[src/rtl/pgwalk_pkg.sv]
package pgwalk_pkg;

  typedef enum logic [1:0] {
    ST_IDLE = 2'd0,
    ST_WAIT = 2'd1,
    ST_RESP = 2'd2
  } walk_st_e;

  typedef enum logic [1:0] {
    FLT_NONE = 2'd0,
    FLT_PAGE = 2'd1,
    FLT_PROT = 2'd2
  } fault_e;

  // Entry flag positions
  localparam int unsigned PTE_VALID_BIT = 0;
  localparam int unsigned PTE_WR_BIT    = 1;
  localparam int unsigned PTE_PRES_BIT  = 2;
  localparam int unsigned PTE_REF_BIT   = 3;
  localparam int unsigned PTE_DIRTY_BIT = 4;

endpackage

[src/rtl/pgwalk_base_reg.sv]
module pgwalk_base_reg #(
  parameter int unsigned AW      = 32,
  parameter logic [AW-1:0] RST_VAL = '0
) (
  input  logic          clk,
  input  logic          rst_n,
  input  logic          wr_en,
  input  logic [AW-1:0] wr_data,
  input  logic          busy,
  input  logic          commit,
  output logic [AW-1:0] base_o
);

  logic [AW-1:0] base_q, base_d;
  logic [AW-1:0] pdat_q, pdat_d;
  logic          pend_q, pend_d;
  logic          ld_base, ld_pend;

  always_comb begin
    base_d  = base_q;
    pdat_d  = pdat_q;
    pend_d  = pend_q;
    ld_base = 1'b0;
    ld_pend = 1'b0;
    if (!busy) begin
      if (wr_en) begin
        base_d  = wr_data;
        ld_base = 1'b1;
      end
    end else begin
      if (wr_en) begin
        pend_d  = 1'b1;
        pdat_d  = wr_data;
        ld_pend = 1'b1;
      end
      if (commit) begin
        ld_pend = 1'b1;
        pend_d  = 1'b0;
        if (wr_en) begin
          base_d  = wr_data;
          ld_base = 1'b1;
        end else if (pend_q) begin
          base_d  = pdat_q;
          ld_base = 1'b1;
        end
      end
    end
  end

  always_ff @(posedge clk or negedge rst_n) begin
    if (!rst_n) begin
      base_q <= RST_VAL;
    end else if (ld_base) begin
      base_q <= base_d;
    end
  end

  always_ff @(posedge clk or negedge rst_n) begin
    if (!rst_n) begin
      pend_q <= 1'b0;
      pdat_q <= '0;
    end else if (ld_pend) begin
      pend_q <= pend_d;
      pdat_q <= pdat_d;
    end
  end

  assign base_o = base_q;

  // the base in use cannot move while a walk waits for its entry
  p_base_held_r11: assert property (@(posedge clk) disable iff (!rst_n)
    (busy && !commit) |=> $stable(base_o));

  // a deferred write is consumed when the walk answers
  p_pend_drained_r11: assert property (@(posedge clk) disable iff (!rst_n)
    commit |=> !pend_q);

endmodule

[src/rtl/pgwalk_fsm.sv]
module pgwalk_fsm
  import pgwalk_pkg::*;
(
  input  logic     clk,
  input  logic     rst_n,
  input  logic     req_valid,
  input  logic     mem_req_ready,
  input  logic     mem_rsp_valid,
  output logic     req_ready,
  output logic     mem_req_valid,
  output logic     start,
  output logic     capture,
  output walk_st_e state_o
);

  walk_st_e st_q, st_d;
  logic     sent_q, sent_d;
  logic     ld_sent;

  assign req_ready     = (st_q == ST_IDLE);
  assign start         = req_ready && req_valid;
  assign mem_req_valid = (st_q == ST_WAIT) && !sent_q;
  assign capture       = (st_q == ST_WAIT) && sent_q && mem_rsp_valid;
  assign state_o       = st_q;

  always_comb begin
    st_d    = st_q;
    sent_d  = sent_q;
    ld_sent = 1'b0;
    unique case (st_q)
      ST_IDLE: begin
        if (start) begin
          st_d    = ST_WAIT;
          sent_d  = 1'b0;
          ld_sent = 1'b1;
        end
      end
      ST_WAIT: begin
        if (mem_req_valid && mem_req_ready) begin
          sent_d  = 1'b1;
          ld_sent = 1'b1;
        end
        if (capture) begin
          st_d = ST_RESP;
        end
      end
      ST_RESP: st_d = ST_IDLE;
      default: st_d = ST_IDLE;
    endcase
  end

  always_ff @(posedge clk or negedge rst_n) begin
    if (!rst_n) begin
      st_q <= ST_IDLE;
    end else begin
      st_q <= st_d;
    end
  end

  always_ff @(posedge clk or negedge rst_n) begin
    if (!rst_n) begin
      sent_q <= 1'b0;
    end else if (ld_sent) begin
      sent_q <= sent_d;
    end
  end

  // taking a request closes the door until the walk ends
  p_busy_after_start_r7: assert property (@(posedge clk) disable iff (!rst_n)
    start |=> !req_ready);

  // an unaccepted read stays requested
  p_req_hold_r8: assert property (@(posedge clk) disable iff (!rst_n)
    (mem_req_valid && !mem_req_ready) |=> mem_req_valid);

  // only one read per walk
  p_single_read_r8: assert property (@(posedge clk) disable iff (!rst_n)
    (mem_req_valid && mem_req_ready) |=> !mem_req_valid);

  // the answer state lasts one cycle
  p_resp_then_idle_r9: assert property (@(posedge clk) disable iff (!rst_n)
    (st_q == ST_RESP) |=> (st_q == ST_IDLE));

endmodule

[src/rtl/pgwalk_check.sv]
module pgwalk_check
  import pgwalk_pkg::*;
#(
  parameter int unsigned AW    = 32,
  parameter int unsigned OFF_W = 12
) (
  input  logic [AW-1:0]    pte,
  input  logic [OFF_W-1:0] offset,
  input  logic             is_store,
  output logic [AW-1:0]    paddr,
  output logic [1:0]       fault
);

  logic mapped, write_ok;

  // Referenced, dirty and spare bits are deliberately not consulted
  logic unused_flags;
  assign unused_flags = ^pte[OFF_W-1:PTE_REF_BIT];

  assign mapped   = pte[PTE_VALID_BIT] && pte[PTE_PRES_BIT];
  assign write_ok = !is_store || pte[PTE_WR_BIT];

  always_comb begin
    if (!mapped) begin
      fault = FLT_PAGE;
      paddr = '0;
    end else if (!write_ok) begin
      fault = FLT_PROT;
      paddr = '0;
    end else begin
      fault = FLT_NONE;
      paddr = {pte[AW-1:OFF_W], offset};
    end
  end

endmodule

[src/rtl/pgwalk_top.sv]
module pgwalk_top
  import pgwalk_pkg::*;
#(
  parameter int unsigned AW       = 32,
  parameter int unsigned OFF_W    = 12,
  parameter int unsigned PTE_SH   = 2,
  parameter logic [AW-1:0] BASE_RST = '0
) (
  input  logic          clk,
  input  logic          rst_n,
  input  logic          req_valid,
  input  logic [AW-1:0] req_vaddr,
  input  logic          req_store,
  output logic          req_ready,
  input  logic          base_wr,
  input  logic [AW-1:0] base_wdata,
  output logic          mem_req_valid,
  output logic [AW-1:0] mem_req_addr,
  input  logic          mem_req_ready,
  input  logic          mem_rsp_valid,
  input  logic [AW-1:0] mem_rsp_data,
  output logic          rsp_valid,
  output logic [AW-1:0] rsp_paddr,
  output logic [1:0]    rsp_fault
);

  localparam int unsigned VPN_W = AW - OFF_W;

  walk_st_e        st;
  logic            start, capture;
  logic [AW-1:0]   base;
  logic [VPN_W-1:0] vpn;
  logic [AW-1:0]   eaddr_d, eaddr_q;
  logic [OFF_W-1:0] off_q;
  logic            store_q;
  logic [AW-1:0]   pa_d, pa_q;
  logic [1:0]      flt_d, flt_q;

  pgwalk_fsm u_fsm (
    .clk           (clk),
    .rst_n         (rst_n),
    .req_valid     (req_valid),
    .mem_req_ready (mem_req_ready),
    .mem_rsp_valid (mem_rsp_valid),
    .req_ready     (req_ready),
    .mem_req_valid (mem_req_valid),
    .start         (start),
    .capture       (capture),
    .state_o       (st)
  );

  pgwalk_base_reg #(.AW(AW), .RST_VAL(BASE_RST)) u_base (
    .clk     (clk),
    .rst_n   (rst_n),
    .wr_en   (base_wr),
    .wr_data (base_wdata),
    .busy    (st != ST_IDLE),
    .commit  (st == ST_RESP),
    .base_o  (base)
  );

  pgwalk_check #(.AW(AW), .OFF_W(OFF_W)) u_check (
    .pte      (mem_rsp_data),
    .offset   (off_q),
    .is_store (store_q),
    .paddr    (pa_d),
    .fault    (flt_d)
  );

  assign vpn     = req_vaddr[AW-1:OFF_W];
  assign eaddr_d = base + (AW'(vpn) << PTE_SH);

  always_ff @(posedge clk or negedge rst_n) begin
    if (!rst_n) begin
      eaddr_q <= '0;
      off_q   <= '0;
      store_q <= 1'b0;
    end else if (start) begin
      eaddr_q <= eaddr_d;
      off_q   <= req_vaddr[OFF_W-1:0];
      store_q <= req_store;
    end
  end

  always_ff @(posedge clk or negedge rst_n) begin
    if (!rst_n) begin
      pa_q  <= '0;
      flt_q <= FLT_NONE;
    end else if (capture) begin
      pa_q  <= pa_d;
      flt_q <= flt_d;
    end
  end

  assign mem_req_addr = eaddr_q;
  assign rsp_valid    = (st == ST_RESP);
  assign rsp_paddr    = pa_q;
  assign rsp_fault    = flt_q;

  // address stays put while the read waits for acceptance
  p_addr_stable_r8: assert property (@(posedge clk) disable iff (!rst_n)
    (mem_req_valid && !mem_req_ready) |=> $stable(mem_req_addr));

  // the answer is a single-cycle pulse
  p_rsp_pulse_r9: assert property (@(posedge clk) disable iff (!rst_n)
    rsp_valid |=> !rsp_valid);

  // a faulting answer carries no address
  p_fault_zero_pa_r4: assert property (@(posedge clk) disable iff (!rst_n)
    (rsp_valid && rsp_fault != FLT_NONE) |-> (rsp_paddr == '0));

  // only the three defined codes appear
  p_fault_legal_r5: assert property (@(posedge clk) disable iff (!rst_n)
    rsp_valid |-> (rsp_fault != 2'd3));

  // no answer while a new request can be taken
  p_no_rsp_idle_r7: assert property (@(posedge clk) disable iff (!rst_n)
    req_ready |-> !rsp_valid);

endmodule

[config.mk]
export PLATFORM = sky130hd
export DESIGN_NAME = pgwalk_top
export DESIGN_NICKNAME = d
export VERILOG_FILES = /design/src/rtl/pgwalk_pkg.sv /design/src/rtl/pgwalk_base_reg.sv /design/src/rtl/pgwalk_fsm.sv /design/src/rtl/pgwalk_check.sv /design/src/rtl/pgwalk_top.sv
export SDC_FILE = /design/constraint.sdc
export NUM_CORES = 1
export LEC_CHECK = 0
export ABC_AREA = 1
export BUFFER_PORTS_ARGS = -buffer_cell sky130_fd_sc_hd__buf_4
export CORE_MARGIN = 4
export CORE_UTILIZATION = 55
export DETAILED_ROUTE_END_ITERATION = 10
export GPL_TIMING_DRIVEN = 0
export PLACE_DENSITY = 0.86
export SYNTH_ARGS = -nofsm -noshare
export SYNTH_HDL_FRONTEND = slang
export SYNTH_HIERARCHICAL = 1
export SYNTH_SLANG_ARGS = --single-unit
[constraint.sdc]
create_clock -name clk -period 3.7 [get_ports clk]
set_input_delay 0.555 -clock clk [delete_from_list [all_inputs] [get_ports clk]]
set_output_delay 0.555 -clock clk [all_outputs]
set_load 0.02 [all_outputs]
======== Yosys cells after proc, flatten, opt, wreduce, memory -nomap -nowiden ========
Index checks and enable logic that the tools add are counted.
word-level totals
  memories kept ........................... 0
  flip-flop bits (word level) ............. 147
  bits in latches ......................... 0
  word-level logic and storage cells ...... 64
  memory bits (read-only) ................. 0
  bits in writable memories ............... 0
operators by class
  $lt $le $gt $ge ......................... 0
  div/mod/pow operators ................... 0
  shifts and indexed selects .............. 0
  equality and inequality tests ........... 7
  reduce and logical (&&, ||, !) cells .... 19
  bitwise gates (word level) .............. 0
  mux-type cells .......................... 27
  add/subtract/negate cells ............... 1
  multipliers ............................. 0
operators with widths
  operator                                                                 count
  32-bit two-way mux                                                       7
  32-bit by 22-bit adder with 32-bit output                                1
  1-bit two-way mux                                                        13
  2-bit two-way mux                                                        4
  2-bit inequality test, second input constant                             4
  4-bit AND reduction                                                      2
  2-bit nonzero test                                                       4
  1-bit logical AND                                                        6
  3-bit AND reduction                                                      2
  1-bit one-hot mux with 2 select lines                                    2
  2-bit one-hot mux with 2 select lines                                    1
  3-bit by 2-bit inequality test with 1-bit output, second input constant  1
  2-bit by 1-bit equality test with 1-bit output, second input constant    1
  2-bit equality test, second input constant                               1
  1-bit zero test                                                          2
  2-bit zero test                                                          1
  2-bit AND reduction                                                      1
  1-bit logical OR                                                         1

======== Longest topological paths before layout ========
  depth in word-level cells ............... 6
  depth in mapped cells ................... 13
  gate-level depth less buffers ........... 13

======== By module ========
Netlist, hierarchy kept.
by module, submodules not included
  module           area an instance (um2)  times used  cells an instance
  pgwalk_top       4829.6                  1           633
  pgwalk_base_reg  2914.0                  1           388
  pgwalk_check     342.8                   1           74
  pgwalk_fsm       148.9                   1           20

======== Worst setup path before layout ========
OpenSTA, ideal clock, no wires.
  path type ............................... input to register
  from .................................... input req_vaddr[12]
  to ...................................... register eaddr_q[22], in the netlist mem_req_addr[22]
  data required time ...................... 3583 ps
  stages .................................. 13
  arrival ................................. 1877 ps
  slack ................................... 1706 ps
  setup time .............................. 117 ps
  cells stage by stage .................... ha_1 inv_1 fa_1 inv_1 nand3_1 nand3_1 nand3_1 nand2_1 nand2_1 nand2_1 nand2_1 nand3_1 nand2_1
between the ends
  longest elaborated chain between the ends .. 1
ends and longest elaborated chain
  element                                    line              text
  from (decl)                                pgwalk_top.sv:12  input logic [AW-1:0] req_vaddr,
  32-bit by 22-bit adder with 32-bit output  pgwalk_top.sv:71  assign eaddr_d = base + (AW'(vpn) << PTE_SH);
  to (signal assigned)                       pgwalk_top.sv:79  eaddr_q <= eaddr_d;
  to (decl)                                  pgwalk_top.sv:33  logic [AW-1:0] eaddr_d, eaddr_q;
Every way passes these cells.
A chain may end at the register's enable or synchronous reset.

======== Final worst setup path ========
  from .................................... register u_base.base_q[2], in the netlist u_base/base_o[2]
  to ...................................... register eaddr_q[30], in the netlist mem_req_addr[30]
between the ends
  longest elaborated chain between the ends .. 1
ends and longest elaborated chain
  element                                    line                   text
  from (decl)                                pgwalk_base_reg.sv:14  logic [AW-1:0] base_q, base_d;
  from (signal assigned)                     pgwalk_base_reg.sv:54  base_q <= base_d;
  32-bit by 22-bit adder with 32-bit output  pgwalk_top.sv:71
Every way passes these cells.

==> results.md <==
Finish
• 23.2% — fraction of final layout cells with drive strength greater than 1
• 10,300 um^2 — final design area excluding fillers
• 25.3% — area growth from synthesis to layout
• 70.7% — core utilization of the finished layout
• 539 x nand2_1, 165 x buf_4, 147 x dfrtp_1 — most used cells in the layout excluding fill and tap cells
• 1,421 — Final nets
• 0 — diodes inserted
• nand2_1 — commonest non-fill, non-tap cell in the layout

Power
• 48.0% — fraction of power consumed by combinational cells
• 862 nW/um^2 — pwr/cell area
• 3790 uW — Switch Pwr
• 8890 uW — Design Power
• 32.4% — Reg power frac
• 0.00587 uW — leakage power summed over all cells
• 5100 uW — cell-internal power
• 42.6% — Net Sw Frac
• 0.511 mV — Max VDD drop
• 19.7% — clock network fraction of design power

GRT
• 7,209 — vias in the first global route
• 91 — pin count of the biggest net entering global routing
• 34.0 mm — global-route wire length before repair
• 0 — total gr overflow
• 0 — initial antenna violation count
• 25.3% — global router's overall resource usage

Critical path
• 4 — CP Max Fanout
• ha_1 > inv_1 > fa_1 > inv_1 > nand3_1 > nand3_1 > nand3_1 > nand2_1 > nand2_1 > nand2_1 > nand2_1 > nand3_1 > nand2_1 — cell chain of the critical path
• reg -> reg — kind of critical path
• 4010 ps — data required time of the worst path
• 2 — buffering stage count on the worst path with inverters included
• simple AND/OR/NAND/NOR gates — kind of cell adding the most delay to the critical path
• fa_1 — slowest library cell on the worst path
• 2500 ps — arrival time at the worst endpoint
• 400 ps — critical path's largest stage delay
• flip-flop — Setup crit end kind
• nand2_1 — Most common cell on crit path
• flip-flop — startpoint class of the critical path
• 1520 ps — reg-to-reg setup timing slack

STA
• 59.0% — Tcrit/Tclk final
• 458 MHz — highest achievable clock rate
• 63.7% — headroom to the max-slew limit
• 0 — Setup violations, final
• 0 — final hold violations
• no — RSZ-0062 raised after global routing
• 2180 ps — Final Critical Period
• 0 ps — setup TNS
• 544 ps — actual slew at the worst max-slew pin
• 9.95 ps — clock tree skew after final layout
• 0 — Final Max Slew Viols

Clock network
• 147 — number of clock sinks
• 17 — CTS Buf Count
• 2 — maximum clock insertion buffer count
• 430 ps — Worst-Skew Late Latency
• 4 — CTS H-tree lvls
• 0 — post-CTS setup-driven buffer insertion count
• 0 — number of gates resized after cts
• 0 — Post-CTS Hold Fix Bufs
• done — clock tree from TritonCTS
• 60 ps — Worst-path clk slew
• clkbuf_16 — cell at the root of the clock tree

Logic synthesis
• dfrtp_1 45%, nand2_1 25%, nand3_1 4.7%, mux2_2 4.6%, inv_1 4.1% — largest cells by area after synthesis
• dfrtp_1 — cell type contributing the most total cell area after synthesis
• 44.7% — proportion of netlist area held by the largest area contributor
• 8240 um^2 — summed instance area of the synthesized netlist
• 36 — distinct cell type count after synthesis
• dfrtp_1 — most instantiated flip-flop cell in the synthesis netlist
• 100% — fraction of registers with async set or reset after synthesis
• 147 — synthesized flop and latch total
• 7.39 um^2 — synthesized area per cell
• 44.7% — proportion of synthesized chip area in sequential cells
• 0 — count of flip-flops with a built-in enable after synthesis
• 1,115 — number of instances in the synthesized netlist
• 6 — Syn. warnings
• 1,239 — Synth Net Count

Die
• 17,000 um^2 — area enclosed by the die boundary
• 130 um — overall die height
• 130 um — width of the die
• 172 — Boundary Pins
• 14,600 um^2 — Core Box Area
• 44 — number of standard-cell rows in the floorplan
• 56.4% — initial standard-cell utilization of the core

Placed design
• 9710 um^2 — cell area reported after detailed placement
• 16.0 mm — placed wire-length estimate
• 162 — input/output buffers
• 0.914 — routability congestion estimate from global placement

Route
• 5 — number of search-and-repair iterations in the first detailed-routing pass
• 670 — DR iter-0 viols
• 0 — count of antenna-violating nets left after detailed routing
• 21.2 mm — Detailed Route WL
• 14.2 um — DR WL/cell
• 7,649 — vias after detailed routing
• 5.12 — vias per cell
• 0 — DRC violation count after routing

Worst hold path
• in -> async — hold crit path type

Run status
• finished, final reports clean — status

Run
• 0 — max-cap violations

## cells in the mapped netlist, types with 9 or more instances
library cell and number:
nor2_1 62, mux2_2 34, nand2_1 539, ha_1 20
a21oi_1 12, nand2_2 20, nand3_1 78, buf_2 24
xnor2_1 9, clkbuf_1 10, dfrtp_1 147, inv_1 90
## registers in the layout, summed over array words and instances, names as in the netlist
name and count:
u_fsm/sent_q 1, off_q 12, u_base/pend_q 1, u_base/base_o 32, store_q 1, rsp_paddr 32
u_fsm/state_o 2, u_base/pdat_q 32, rsp_fault 2, mem_req_addr 32
## power by group through the flow
stage | Sequential [uW] | Clock, uW | Combinational [uW]
floorplan | 3170 | 0 | 2490
global placement | 2840 | 0 | 4100
detailed placement | 2880 | 0 | 4220
CTS | 2870 | 1770 | 4260
global route | 2970 | 1840 | 4750
finish | 2880 | 1750 | 4270
## cell families (layout without fill, tap and decap cells)
group / Yosys count / count (layout) / synth area share [%]
compound gates: 32 / 32 / 2.05
fa+ha+maj: 21 / 21 / 3.28
mux: 34 / 34 / 4.65
xor+xnor: 9 / 9 / 0.957
buf+inv: 136 / 331 / 7.22
simple gates: 736 / 736 / 37.2
flops: 147 / 147 / 44.7
## path summary, 6_finish.rpt
path,end,startpoint,cells after the start
max,mem_req_addr[30],u_base/base_o[2],13
min,u_base/pdat_q[28],rst_n,1
max reg2reg,mem_req_addr[30],u_base/base_o[2],13
min reg2reg,off_q[6],off_q[6],2
max in group asynchronous,rsp_paddr[10],rst_n,2
min in group clk,store_q,req_store,3
## layout make-up
cell class / instances / area (um^2)
repair buffers: 163 / 1250
clock inverters: 10 / 123
well taps: 184 / 230
plain buffers: 41 / 238
inverters: 95 / 357
clock buffers: 22 / 484
multi-input cells: 832 / 3960
fillers: 1151 / 4270
flip-flops and latches: 147 / 3680
## through the flow
stage / hold slack, ps / std cells / setup WS [ps]
2_1_floorplan: 259 / 1115 / 1710
4_1_cts: 104 / 1494 / 1550
6_report: 91.8 / 1494 / 1520
3_5_place_dp: 459 / 1462 / 1320
3_3_place_gp: 454 / 1461 / 1350
5_1_grt: 136 / 1494 / 1340
## metal layers
| metal | up-vias | share of wire, % | track usage [%] |
|---|---|---|---|
| li1 | 3816 | - | - |
| met1 | 3518 | 42 | 34.0 |
| met2 | 273 | 48 | 41.1 |
| met3 | 42 | 7.1 | 5.20 |
| met4 | 0 | 2.7 | 8.53 |
| met5 | - | 0 | 0 |
## worst reg2reg max path: cells and delay by family (launching register included)
kind                     cells  cell delay (ps)
AND/OR/NAND/NOR              9              830
adder cells (fa/ha/maj)      2              650
flip-flops                   1              380
buffers and inverters        2              210
Note: power is estimated with default switching activity, not from simulation.
